## src/rtl/shadow_write_gate.sv

```systemverilog
module shadow_write_gate #(
  parameter int NSRC  = 4,
  parameter int NELEM = 4
) (
  input  logic             clk,
  input  logic             rst_n,
  input  logic             issue_i,
  input  logic [NSRC-1:0]  issue_shadow_i,
  input  logic             issue_pred_i,
  input  logic [NELEM-1:0] issue_elem_i,
  input  logic [NSRC-1:0]  shadow_ok_i,
  input  logic [NSRC-1:0]  shadow_fail_i,
  input  logic             pred_valid_i,
  input  logic [NELEM-1:0] pred_mask_i,
  input  logic             write_done_i,
  output logic             busy_o,
  output logic             writeable_o,
  output logic [NSRC-1:0]  hold_o,
  output logic [NELEM-1:0] elem_live_o,
  output logic             go_die_o,
  output logic [NELEM-1:0] elem_die_o
);

  logic             busy_q, pend_q, die_q;
  logic [NSRC-1:0]  hold_q;
  logic [NELEM-1:0] live_q, edie_q;

  wire              held_fail = busy_q & (|(shadow_fail_i & hold_q));
  wire              pred_hit  = busy_q & pend_q & pred_valid_i;
  wire [NELEM-1:0]  kept      = live_q & pred_mask_i;
  wire              pred_kill = pred_hit & ~(|kept);
  wire              wr_ok     = busy_q & ~(|hold_q) & ~pend_q;
  wire              retire    = wr_ok & write_done_i;

  always_ff @(posedge clk) begin
    if (!rst_n) begin
      busy_q <= 1'b0;
      pend_q <= 1'b0;
      die_q  <= 1'b0;
      hold_q <= '0;
      live_q <= '0;
      edie_q <= '0;
    end else begin
      die_q  <= 1'b0;
      edie_q <= '0;
      if (!busy_q) begin
        if (issue_i) begin
          busy_q <= 1'b1;
          hold_q <= issue_shadow_i;
          pend_q <= issue_pred_i;
          live_q <= issue_elem_i;
        end
      end else if (held_fail || pred_kill) begin
        busy_q <= 1'b0;
        pend_q <= 1'b0;
        hold_q <= '0;
        live_q <= '0;
        die_q  <= 1'b1;
        edie_q <= live_q;
      end else if (retire) begin
        busy_q <= 1'b0;
        pend_q <= 1'b0;
        hold_q <= '0;
        live_q <= '0;
      end else begin
        hold_q <= hold_q & ~shadow_ok_i;
        if (pred_hit) begin
          pend_q <= 1'b0;
          live_q <= kept;
          edie_q <= live_q & ~pred_mask_i;
        end
      end
    end
  end

  assign busy_o      = busy_q;
  assign writeable_o = wr_ok;
  assign hold_o      = hold_q;
  assign elem_live_o = live_q;
  assign go_die_o    = die_q;
  assign elem_die_o  = edie_q;

endmodule

```

## config.mk

```make
export PLATFORM = sky130hd
export DESIGN_NAME = shadow_write_gate
export DESIGN_NICKNAME = d
export VERILOG_FILES = /design/src/rtl/shadow_write_gate.sv
export SDC_FILE = /design/constraint.sdc
export NUM_CORES = 1
export LEC_CHECK = 0
export ABC_AREA = 1
export BUFFER_PORTS_ARGS = -buffer_cell sky130_fd_sc_hd__buf_2
export CORE_MARGIN = 8
export CORE_UTILIZATION = 30
export CTS_CLUSTER_DIAMETER = 100
export DETAILED_ROUTE_END_ITERATION = 7
export SYNTH_ARGS = -nofsm -noshare
export SYNTH_HDL_FRONTEND = slang
export SYNTH_SLANG_ARGS = --single-unit
```

## constraint.sdc

```tcl
create_clock -name clk -period 1.45 [get_ports clk]
set_input_delay 0.145 -clock clk [delete_from_list [all_inputs] [get_ports clk]]
set_output_delay 0.145 -clock clk [all_outputs]
set_load 0.02 [all_outputs]
```

# [Yosys cells after proc, flatten, opt, wreduce, memory -nomap -nowiden]
# Index checks and enable logic that the tools add are counted.
# Widths: inputs -> output; s select.
[totals] in_bits=26 ff_bits=15 word_cells=52
[op_classes] reduce_logical=7 n_bitwise=16 muxes=22 eq_ne=1
[ops] op="$mux 4" n=12
[ops] op="$and 4x4->4" n=4
[ops] op="$reduce_or 4->1" n=3
[ops] op="$mux 1" n=10
[ops] op="$not 4->4" n=2
[ops] op="$and 1x1->1" n=7
[ops] op="$ne 4x1->1 const B" n=1
[ops] op="$reduce_and 2->1" n=2
[ops] op="$not 1->1" n=3
[ops] op="$reduce_bool 2->1" n=1
[ops] op="$logic_or 1x1->1" n=1

# [Depth between registers and ports, before layout]
[logic_depth] ltp_word=8 ltp_mapped=10 depth_no_buf=9

# [Worst setup path before layout]
# No wires, ideal clock.
[synth_path] path_type="flip-flop to flip-flop" from="reg busy_q, in the netlist busy_o" to="reg live_q[0], in the netlist elem_live_o[0]" arrival_time_ns=1.275 path_stages_with_launch=9 t_required_ns=1.337 path_slack_ns=0.062 period_less_slack_ns=1.388 path_cell_list="dfxtp_1 buf_6 nand3_4 nor3_4 nor2_4 nand3_1 nand2_1 nor2_1 nor2_1"
[synth_via] elab_chain_cells=6 elab_cells_between_ends=14 cone_classes="eq/ne (1); mux (3); bitwise (7); reduce/logical (3)"
[synth_rtl] element="from (decl)" line="24" rtl="logic busy_q, pend_q, die_q;"
[synth_rtl] element="from (signal assigned)" line="37" rtl="busy_q <= 1'b0;"
[synth_rtl] element="from (signal assigned)" line="48" rtl="busy_q <= 1'b1;"
[synth_rtl] element="from (signal assigned)" line="54" rtl="busy_q <= 1'b0;"
[synth_rtl] element="$and 1x1->1, on equally long branches (2 in series)" line="29, 32"
[synth_rtl] element="$and 1x1->1, on equally long branches" line="31, 33"
[synth_rtl] element="$logic_or 1x1->1 or $mux 4 (tied branches)" line="53, 60"
[synth_rtl] element="$ne 4x1->1 (no source line) or $mux 4 (tied branches)"
[synth_rtl] element="$reduce_and 2->1 (no source line) or $mux 4 (tied branches)"
[synth_rtl] element="to (signal assigned)" line="51" rtl="live_q <= issue_elem_i;"
[synth_rtl] element="to (signal assigned)" line="69" rtl="live_q <= kept;"
[synth_rtl] element="to (decl)" line="26" rtl="logic [NELEM-1:0] live_q, edie_q;"
# Parallel ways exist; a longest one is shown, timed or not.
# A chain may end at the register's enable or synchronous reset.

# [Final worst setup path]
[layout_path] from="reg pend_q" to="reg live_q[1], in the netlist elem_live_o[1]"
[layout_via] elab_chain_cells=6 elab_cells_between_ends=12 cone_classes="eq/ne (1); mux (3); bitwise (6); reduce/logical (2)"
[layout_rtl] element="from (decl)" line="24"
[layout_rtl] element="from (signal assigned)" line="50" rtl="pend_q <= issue_pred_i;"
[layout_rtl] element="$and 1x1->1 or $not 1->1 (tied branches)" line="29, 32"
[layout_rtl] element="$and 1x1->1, on equally long branches" line="29, 32"
[layout_rtl] element="$and 1x1->1, on equally long branches" line="31, 33"
[layout_rtl] element="$logic_or 1x1->1 or $mux 4 (tied branches)" line="53, 60"
[layout_rtl] element="$ne 4x1->1 (no source line) or $mux 4 (tied branches)"
[layout_rtl] element="$reduce_and 2->1 (no source line) or $mux 4 (tied branches)"
# Parallel ways exist; a longest one is shown, timed or not.

==> metrics.md <==
| Metric | Value |
|---|---|
| Status | complete, no violations |
| Max-slew violations | 0 |
| Psw | 407.4 uW |
| Mapped Cells | 133 |
| Combinational power share | 0.333 |
| Clock tree root driver cell | clkbuf_4 |
| Worst-Skew Late Latency | 0.28 ns |
| Setup TNS | 0 ns |
| Post-synth top flop | dfxtp_1 |
| Synth area leaders | dfxtp_1 33%, nand2_1 13%, inv_1 7.5% |
| Worst Path Required | 1.64 ns |
| First-pass GRT wire length | 4250 um |
| Critical Path Start Type | flop |
| Crit path time final | 1.324 ns |
| All-Layer GR Usage | 0.1014 |
| Number of antenna violations at the first check in global routing | 0 |
| Worst Tran Pin Value | 0.3030 ns |
| Core ar. | 2953 um^2 |
| Die W | 70.80 um |
| GPL Wtd Cong | 0.7699 |
| Fin nets | 206 |
| Max Freq | 755.1 MHz |
| Seq/Total Area, Yosys | 0.3333 |
| Diodes inserted | 0 |
| Post_cts resized | 0 |
| Area added between synthesis and finish | 30.56% |
| H-tree depth | 1 |
| Final hold vios | 0 |
| Post-DP HPWL | 1989 um |
| DR vias | 958 |
| Most common cell in the synthesized netlist | nand2_1 |
| Post-route ant nets | 0 |
| Syn Area/Cell | 6.773 um^2 |
| Seq pwr share | 0.446 |
| Critical Path Sink Type | flop |
| Clock network fraction of total power | 0.221 |
| Clock transition at path regs | 0.09 ns |
| Drt wl/cell | 11.38 um |
| Setup bufs post-CTS | 0 |
| Most common library cells after synthesis | 32 x nand2_1, 18 x inv_1, 18 x nor2_1 |
| Hold Buf Count CTS | 0 |
| Synth top area share | 0.3333 |
| Worst Skew | 0.002220 ns |
| Number of synthesized flops with an enable pin | 0 |
| Initial core utilization | 0.3051 |
| Syn nets | 159 |
| Total CTS buffers | 3 |
| Peak VDD IR | 0.0003866 V |
| # IOs | 41 |
| Row count | 20 |
| LEAKAGE | 0.0006635 uW |
| Crit Path Class | flop to flop |
| Crit path DAT | 1.52 ns |
| # Max-Cap Violations | 0 |
| FFs w/ async S/R, synth | 0 |
| Crit share post-route | 0.9134 |
| Synth Cell Area | 900.9 um^2 |
| Global route total overflow | 0 |
| Share of cells above drive strength 1 | 0.3855 |
| DRT Wirelength | 2413 um |
| Int Power | 683.4 uW |
| DRC | 0 |
| CTS tree | done |
| Yosys warning total | 0 |
| Die ar. | 5013 um^2 |
| Die H | 70.80 um |
| RSZ-0062 raised after global routing | no |
| Post-synth top area cell | dfxtp_1 |
| Final setup viols | 0 |
| Cell area power density | 927.4 nW/um^2 |
| Hold crit path type | input port to flop |
| Switching share of power | 0.3734 |
| Sink Count | 15 |
| Vias in the first global route | 1,013 |
| Number of DRC markers after the initial detailed-route iteration | 19 |
| Maximum root-to-sink buffer count | 2 |
| DRT Pass-1 Iters | 4 |
| Critical path fanouts, max | 6 |
| Area of placed instances | 1134 um^2 |
| Number of fill cells | 325 |
| Largest net degree at the start of global routing | 11 |
| Design Area, Final | 1176 um^2 |
| Worst slew margin | 0.7975 |
| Flops & latches, synth | 15 |
| DR vias/cell | 4.519 |
| PortBufs | 40 |
| Netlist cell types | 19 |
==> stage by stage <==
step,instances,setup WS [ns],power (uW),hold slack (ns),util
2_1_floorplan,133,0.06174,740.0,0.3337,-
3_3_place_gp,207,0.08703,852.0,0.4334,0.3839
3_5_place_dp,207,0.08385,854.6,0.4317,0.3839
4_1_cts,211,0.04995,1101,0.1174,0.3932
5_1_grt,212,0.01542,1173,0.1409,0.3983
6_report,212,0.1256,1091,0.1252,0.3983
==> critical path, stage by stage, from the launching register on <==
cell     delay (ns)
dfxtp_1        0.41
nand3_4        0.13
nor3_4         0.33
nor2_4         0.10
nand3_1        0.08
nand2_1        0.05
nor2_1         0.08
nor2_1         0.05
==> power groups by stage <==
| stage | sequential (uW) | clock, uW | combinational [uW] |
|---|---|---|---|
| floorplan | 526 | 0 | 214 |
| global placement | 495 | 0 | 357 |
| detailed placement | 496 | 0 | 359 |
| CTS | 487 | 254 | 360 |
| global route | 493 | 270 | 410 |
| finish | 486 | 241 | 363 |
==> state kept, by name (all words and copies together), names as in the netlist <==
register     cells
elem_live_o      4
go_die_o         1
hold_o           4
busy_o           1
pend_q           1
elem_die_o       4
==> cell usage in the layout (no fill, tap or decap) <==
cell,instances
a21oi_1,4
buf_2,40
buf_4,4
clkbuf_4,3
clkinv_2,1
dfxtp_1,14
dfxtp_2,1
inv_1,18
inv_4,1
nand2_1,32
nand2_2,3
nand3_1,5
nand3_4,1
nand4_1,6
nor2_1,17
nor2_2,11
nor2_4,2
nor2_8,1
nor3_1,4
nor3_4,1
nor4_1,1
o21ai_0,9
==> routing by layer <==
metal  GRT usage  vias up  routed length [um]
met4     0.02079        0                  30
met5           0        -                   0
met1      0.1139      404                1168
met2      0.1679       38                1013
met3     0.05085        4                 201
li1            -      512                   -
==> final timing paths <==
path         cells past startpoint                   startpoint  slack, ns                           to
max reg2reg                      7          pend_q$_SDFFE_PN0P_       0.13  elem_live_o[1]$_SDFFE_PN0P_
min reg2reg                      2  elem_live_o[2]$_SDFFE_PN0P_       0.49     elem_die_o[2]$_SDFF_PN0_
min                              4               shadow_ok_i[0]       0.13       hold_o[0]$_SDFFE_PN0P_
max                              7          pend_q$_SDFFE_PN0P_       0.13  elem_live_o[1]$_SDFFE_PN0P_
==> area by class of cell <==
cell class	instances	area, um^2	area share
multi-input combinational	97	501.7	0.4266
inverter	19	73.82	0.06277
clock buffer	3	22.52	0.01915
tap	33	41.29	0.03511
clock inverter	1	5.005	0.004255
sequential	15	301.5	0.2564
timing repair buffer	44	230.2	0.1957
==> logic make-up (layout without fill, tap and decap cells) <==
group / count (synthesis) / count (layout) / synth area share
AND/OR/NAND/NOR: 83 / 84 / 0.4695
buffers and inverters: 22 / 67 / 0.1250
flip-flops: 15 / 15 / 0.3333
AO/OA/AOI/OAI: 13 / 13 / 0.07222
Power figures use the tool's default switching activity.
